`src/rtl/fws_pkg.sv`:
```
package fws_pkg;
  localparam int FLOAT_W = 4;
  typedef enum logic [1:0] {
    ST_IDLE  = 2'd0,
    ST_STALL = 2'd1,
    ST_START = 2'd2
  } fws_state_e;

  typedef struct packed {
    logic       valid;
    logic       is_read;
  } fws_hist_t;
endpackage

```
`src/rtl/fws_cfg_sel.sv`:
```
module fws_cfg_sel #(
  parameter int NUM_CS = 4,
  parameter int FW     = 4,
  localparam int CSW   = (NUM_CS > 1) ? $clog2(NUM_CS) : 1
) (
  input  logic [NUM_CS*FW-1:0] cfg_float,
  input  logic [NUM_CS-1:0]    cfg_opt,
  input  logic [CSW-1:0]       sel,
  output logic [FW-1:0]        float_cnt,
  output logic                 opt_en
);
  logic [FW-1:0] fl_arr [NUM_CS];

  for (genvar i = 0; i < NUM_CS; i++) begin : g_split
    assign fl_arr[i] = cfg_float[i*FW +: FW];
  end

  always_comb begin
    float_cnt = '0;
    opt_en    = 1'b0;
    for (int k = 0; k < NUM_CS; k++) begin
      if (sel == CSW'(k)) begin
        float_cnt = fl_arr[k];
        opt_en    = cfg_opt[k];
      end
    end
  end
endmodule

```
`src/rtl/fws_calc.sv`:
```
module fws_calc #(
  parameter int NUM_CS = 4,
  parameter int FW     = 4,
  parameter int TW     = 4,
  localparam int CSW   = (NUM_CS > 1) ? $clog2(NUM_CS) : 1,
  localparam int SW    = ((FW > TW) ? FW : TW) + 2
) (
  input  logic           prev_valid,
  input  logic           prev_read,
  input  logic [CSW-1:0] prev_cs,
  input  logic [TW-1:0]  prev_hold,
  input  logic [FW-1:0]  float_cnt,
  input  logic           opt_en,
  input  logic           next_read,
  input  logic [CSW-1:0] next_cs,
  input  logic [TW-1:0]  next_setup,
  output logic [FW-1:0]  waits
);
  logic          applies;
  logic [SW-1:0] covered;
  logic [SW-1:0] fl_ext;
  logic [SW-1:0] diff;

  always_comb begin
    applies = prev_valid && prev_read && !(next_read && (next_cs == prev_cs));
    covered = SW'(prev_hold) + (opt_en ? SW'(next_setup) : SW'(0));
    fl_ext  = SW'(float_cnt);
    diff    = fl_ext - covered;
    if (applies && (fl_ext > covered))
      waits = diff[FW-1:0];
    else
      waits = '0;
  end
endmodule

```
`src/rtl/fws_seq.sv`:
```
module fws_seq #(
  parameter int FW = 4
) (
  input  logic          clk,
  input  logic          rst_n,
  input  logic          accept,
  input  logic [FW-1:0] waits,
  output logic          stall,
  output logic          start,
  output logic          idle
);
  import fws_pkg::*;

  fws_state_e    st_q;
  logic [FW-1:0] cnt_q;

  always_ff @(posedge clk) begin
    if (!rst_n) begin
      st_q  <= ST_IDLE;
      cnt_q <= '0;
    end else begin
      unique case (st_q)
        ST_IDLE: if (accept) begin
          if (waits == '0) st_q <= ST_START;
          else begin
            st_q  <= ST_STALL;
            cnt_q <= waits;
          end
        end
        ST_STALL: begin
          if (cnt_q == FW'(1)) st_q <= ST_START;
          cnt_q <= cnt_q - FW'(1);
        end
        ST_START: st_q <= ST_IDLE;
        default:  st_q <= ST_IDLE;
      endcase
    end
  end

  assign stall = (st_q == ST_STALL);
  assign start = (st_q == ST_START);
  assign idle  = (st_q == ST_IDLE);
endmodule

```
`src/rtl/fws_top.sv`:
```
module fws_top #(
  parameter int NUM_CS = 4,
  parameter int TW     = 4,
  localparam int FW    = fws_pkg::FLOAT_W,
  localparam int CSW   = (NUM_CS > 1) ? $clog2(NUM_CS) : 1
) (
  input  logic                 clk,
  input  logic                 rst_n,
  input  logic [NUM_CS*FW-1:0] cfg_float,
  input  logic [NUM_CS-1:0]    cfg_opt,
  input  logic                 req_valid,
  output logic                 req_ready,
  input  logic [CSW-1:0]       req_cs,
  input  logic                 req_read,
  input  logic [TW-1:0]        req_hold,
  input  logic [TW-1:0]        req_setup,
  output logic                 stall,
  output logic                 start,
  output logic [CSW-1:0]       start_cs
);
  import fws_pkg::*;

  fws_hist_t      hist_q;
  logic [CSW-1:0] prev_cs_q;
  logic [TW-1:0]  prev_hold_q;
  logic [CSW-1:0] cur_cs_q;
  logic [FW-1:0]  sel_float;
  logic           sel_opt;
  logic [FW-1:0]  waits;
  logic           idle;
  logic           accept;

  assign req_ready = idle;
  assign accept    = req_valid && idle;

  fws_cfg_sel #(.NUM_CS(NUM_CS), .FW(FW)) u_sel (
    .cfg_float (cfg_float),
    .cfg_opt   (cfg_opt),
    .sel       (prev_cs_q),
    .float_cnt (sel_float),
    .opt_en    (sel_opt)
  );

  fws_calc #(.NUM_CS(NUM_CS), .FW(FW), .TW(TW)) u_calc (
    .prev_valid (hist_q.valid),
    .prev_read  (hist_q.is_read),
    .prev_cs    (prev_cs_q),
    .prev_hold  (prev_hold_q),
    .float_cnt  (sel_float),
    .opt_en     (sel_opt),
    .next_read  (req_read),
    .next_cs    (req_cs),
    .next_setup (req_setup),
    .waits      (waits)
  );

  fws_seq #(.FW(FW)) u_seq (
    .clk    (clk),
    .rst_n  (rst_n),
    .accept (accept),
    .waits  (waits),
    .stall  (stall),
    .start  (start),
    .idle   (idle)
  );

  always_ff @(posedge clk) begin
    if (!rst_n) begin
      hist_q      <= '0;
      prev_cs_q   <= '0;
      prev_hold_q <= '0;
      cur_cs_q    <= '0;
    end else if (accept) begin
      hist_q.valid   <= 1'b1;
      hist_q.is_read <= req_read;
      prev_cs_q      <= req_cs;
      prev_hold_q    <= req_hold;
      cur_cs_q       <= req_cs;
    end
  end

  assign start_cs = cur_cs_q;
endmodule

```
`config.mk`:
```
export PLATFORM = sky130hd
export DESIGN_NAME = fws_top
export DESIGN_NICKNAME = d
export VERILOG_FILES = /design/src/rtl/fws_pkg.sv /design/src/rtl/fws_cfg_sel.sv /design/src/rtl/fws_calc.sv /design/src/rtl/fws_seq.sv /design/src/rtl/fws_top.sv
export SDC_FILE = /design/constraint.sdc
export NUM_CORES = 1
export LEC_CHECK = 0
export ABC_AREA = 1
export BUFFER_PORTS_ARGS = -buffer_cell sky130_fd_sc_hd__buf_4
export CORE_UTILIZATION = 46
export DETAILED_ROUTE_END_ITERATION = 7
export PLACE_DENSITY = 0.76
export SLEW_MARGIN = 0
export SYNTH_ARGS = -nofsm -noshare
export SYNTH_HDL_FRONTEND = slang
export SYNTH_SLANG_ARGS = --single-unit
```
`constraint.sdc`:
```
create_clock -name clk -period 3 [get_ports clk]
set_input_delay 0.15 -clock clk [delete_from_list [all_inputs] [get_ports clk]]
set_output_delay 0.15 -clock clk [all_outputs]
set_load 0.005 [all_outputs]
```
==> impl_metrics.ini <==
[floorplanning]
floorplan.initialDensity = 0.5034
rows = 18
ios = 39
die-height_um = 54.78
design.core.area_um2 = 2545
floorplan.die_area_um2 = 3000
chipWidth_um = 54.78

[synthesis]
mappedNetlistNets = 243
post_synth_main_area_contributors = sky130_fd_sc_hd__dfxtp_1 (22%), sky130_fd_sc_hd__nand2_1 (16%), sky130_fd_sc_hd__ha_1 (9.8%)
synth.distinct_cells = 29
synth.yosys.warnings = 0
post-synth-top-count-cell = sky130_fd_sc_hd__nand2_1
post_synth_inst_count = 197
asyncSetResetFlopFracSynth = 0
synthDominantAreaCellType = sky130_fd_sc_hd__dfxtp_1
synth_edf_count = 0
synth.top_cells.by_count = sky130_fd_sc_hd__nand2_1 (54), sky130_fd_sc_hd__nor2_1 (27), sky130_fd_sc_hd__inv_1 (23)
synth-main-ff-cell = sky130_fd_sc_hd__dfxtp_1
synth_top_area_share = 0.2187
synth_area_per_cell_um2 = 6.504
seq_area_frac_synth = 0.2187
synth_area_um2 = 1281
ys_ff_latch = 14

[sta]
grt_setup_unrepaired = yes
worst_pin_slew_ps = 376.5
timing.final.ws_setup_ps = -209.0
hold_slack_ps = 109.7
final_min_period_over_clock_period = 1.070
finalSetupViolCount = 6
slew_viol_final = 0
timing_hold_violations_final = 0
fin_skew_ps = 6.054
slew-limit-headroom = 0.7472
max_freq_ghz = 0.3116
layout_min_cycle_time_ps = 3209

[worst_setup_path]
path_delay_family = simple AND/OR/NAND/NOR gates
timing.critical_path.from_type = flip-flop
arrival_ps = 3410
critPathMaxFanout = 8
end_kind = flip-flop
timing.critical_path.buf_inv = 3
critPathSlowestCell = sky130_fd_sc_hd__dfxtp_4
critical_path.cell_chain = buf_4, nand2_1, o21ai_0, a2bb2oi_2, buf_4, nor2_2, ha_4, nand3_2, nand3_2, xor2_2, ha_1, nand2_1, inv_2, nand2_2, nand2_1, nor2_1, nand2_1, nor2_2, o21ai_4, nand3_4, nand3_1, nand2_1, nor2_1
worstSetupPathType = flip-flop to flip-flop
critPathMaxStageDelay_ps = 370
cpMostUsedCell = sky130_fd_sc_hd__nand2_1
critPathRequiredTime_ps = 3200

[layout]
final_net_count = 300
seqCellArea_um2 = 287.8
nFillCells = 188
areaGrowthSynthToFinish_pct = 52.15
diodes = 0
fraction_of_final_layout_cells_sized_beyond_drive_strength_1 = 0.4348
multi_input_area_um2 = 1080
utilization = 0.7660

[clock_tree]
tritoncts_num_sinks = 14
path_clk_slew_ps = 90
clock_tree_from_tritoncts = built
cts-root-buf = sky130_fd_sc_hd__clkbuf_4
clk_latency_ps = 290
cts_htree_levels = 1
cts-root-to-sink-buffers = 2
num_cts_buffers = 3

[placement]
io_buffer_count = 38
detailedPlace.worstSlack_ps = -65.21
placer_congestion_estimate = 0.7701
post-dp-hpwl_mm = 2.384

[routing]
detail_route.drc_violations = 0
viasPerCell = 5.145
drt_first_pass_iters = 4
detailedRoute.firstIterationViolations = 40
totalWireLength_mm = 3.735
drt-wirelength-per-cell_um = 13.20
ant_nets = 0
vias = 1456

[global_routing]
gr-usage-met3 = 0.03333
grt_overflow = 0
grt_util_all_layers = 0.2296
grt_util_met2 = 0.3815
grt_pass1_vias = 1230
wire_length_of_the_first_global_routing_pass_mm = 5.016
gr-max-usage-layer = met2
number_of_antenna_violations_at_the_first_check_in_global_routing = 0
grt_start_max_net_pins = 14
global_route.usage.met1 = 0.2990

[run]
maxCapViolations = 0

[power_and_ir_drop]
leakagePower_nw = 0.9403
netSwitchingFraction = 0.4143
p_comb_frac = 0.595
worst_ir_drop_vdd_mv = 0.3619
sequentialPowerShare = 0.252
cell_internal_pwr_mw = 0.5300
total_switching_power_mw = 0.3749
cellPowerDensity_nw_per_um2 = 464.2
clockPowerShare = 0.153

[status]
failing_checks = negative setup slack
run_status = complete, but fails checks

[hold_path]
timing.hold.worst.class = input port to flip-flop
## area by class of cell
type                       instances  area share
multi-input combinational        156      0.5539
timing repair buffer              54      0.2099
sequential                        14      0.1476
inverter                          25     0.05071
tap                               30     0.01926
clock buffer                       4     0.01861
## metrics by stage
step | cells | total power, mW | setup TNS [ps] | area (um2)
finish | 283 | 0.9049 | -933.0 | 1949
global route | 283 | 0.9609 | -1842 | 1949
CTS | 279 | 0.8171 | -249.7 | 1798
detailed placement | 272 | 0.6497 | -235.1 | 1693
global placement | 272 | 0.6491 | -65.34 | 1693
floorplan | 197 | 0.5219 | -26.99 | 1321
## worst paths after layout
kind | slack, ps | cells after the start | start | end
worst max-delay path | -210 | 23 | start_cs[0]$_SDFFE_PN0P_ | u_seq.cnt_q[3]$_SDFFE_PN0P_
worst min-delay path | 110 | 3 | req_hold[2] | prev_hold_q[2]$_SDFFE_PN0P_
worst max register to register | -210 | 23 | start_cs[0]$_SDFFE_PN0P_ | u_seq.cnt_q[3]$_SDFFE_PN0P_
worst min register to register | 500 | 2 | hist_q[1]$_SDFFE_PN0P_ | hist_q[1]$_SDFFE_PN0P_
## worst register-to-register path, cell delays in order, from the launching register on
cell,delay [ps]
sky130_fd_sc_hd__dfxtp_4,370
sky130_fd_sc_hd__buf_4,140
sky130_fd_sc_hd__nand2_1,80
sky130_fd_sc_hd__o21ai_0,120
sky130_fd_sc_hd__a2bb2oi_2,190
sky130_fd_sc_hd__buf_4,150
sky130_fd_sc_hd__nor2_2,140
sky130_fd_sc_hd__ha_4,240
sky130_fd_sc_hd__nand3_2,70
sky130_fd_sc_hd__nand3_2,90
sky130_fd_sc_hd__xor2_2,160
sky130_fd_sc_hd__ha_1,310
sky130_fd_sc_hd__nand2_1,90
sky130_fd_sc_hd__inv_2,40
sky130_fd_sc_hd__nand2_2,60
sky130_fd_sc_hd__nand2_1,50
sky130_fd_sc_hd__nor2_1,100
sky130_fd_sc_hd__nand2_1,100
sky130_fd_sc_hd__nor2_2,160
sky130_fd_sc_hd__o21ai_4,90
sky130_fd_sc_hd__nand3_4,160
sky130_fd_sc_hd__nand3_1,110
sky130_fd_sc_hd__nand2_1,80
sky130_fd_sc_hd__nor2_1,40
## routing by layer
| metal | vias to the layer above | wire (um) |
|---|---|---|
| met3 | 7 | 158 |
| met4 | 0 | 45 |
| met2 | 42 | 1871 |
| met1 | 663 | 1659 |
| li1 | 744 | - |
| met5 | - | 0 |
## repair_timing
action	in CTS	in global routing
endpoints found under the setup margin	4	6
pin swaps	4	15
hold buffers	0	0
setup buffers	3	4
gates resized for setup	10	26
## flip-flops by register name (all words and copies together) (netlist names)
| signal | cells |
|---|---|
| prev_hold_q | 4 |
| u_seq.st_q | 2 |
| hist_q | 2 |
| start_cs | 2 |
| u_seq.cnt_q | 4 |
## power by group through the flow
stage          Sequential, mW  Clock [mW]  Combinational [mW]
2_1_floorplan           0.223           0               0.298
3_3_place_gp            0.228           0               0.421
3_5_place_dp            0.228           0               0.422
4_1_cts                 0.224       0.138               0.454
5_1_grt                 0.230       0.142               0.589
6_report                0.228       0.139               0.538
## cell families (layout without fill, tap and decap cells)
kind of cell | Yosys count | count (layout) | synth area share
flops | 14 | 14 | 0.2188
buf+inv | 27 | 83 | 0.08301
compound gates | 27 | 27 | 0.1397
simple gates | 110 | 110 | 0.3818
fa+ha+maj | 12 | 12 | 0.1289
xor+xnor | 7 | 7 | 0.04785
## layout by cell type, fill, tap and decap left out, types with 2 or more instances in the layout
master / netlist / routed
sky130_fd_sc_hd__nand2_1: 54 / 50
sky130_fd_sc_hd__clkbuf_4: 0 / 3
sky130_fd_sc_hd__nand3_1: 16 / 10
sky130_fd_sc_hd__a21oi_1: 12 / 8
sky130_fd_sc_hd__nand2_2: 2 / 5
sky130_fd_sc_hd__dfxtp_1: 14 / 12
sky130_fd_sc_hd__nor2_4: 2 / 5
sky130_fd_sc_hd__inv_4: 0 / 2
sky130_fd_sc_hd__nand4_1: 2 / 2
sky130_fd_sc_hd__inv_1: 23 / 18
sky130_fd_sc_hd__nor2_2: 3 / 5
sky130_fd_sc_hd__ha_4: 0 / 5
sky130_fd_sc_hd__buf_4: 1 / 53
sky130_fd_sc_hd__nand3_2: 1 / 7
sky130_fd_sc_hd__a21oi_2: 0 / 4
sky130_fd_sc_hd__nor2_1: 27 / 22
sky130_fd_sc_hd__o21ai_0: 8 / 8
sky130_fd_sc_hd__dfxtp_4: 0 / 2
sky130_fd_sc_hd__inv_2: 2 / 5
sky130_fd_sc_hd__ha_1: 10 / 4
sky130_fd_sc_hd__xnor2_1: 5 / 4
Note: power is estimated with default switching activity, not from simulation.
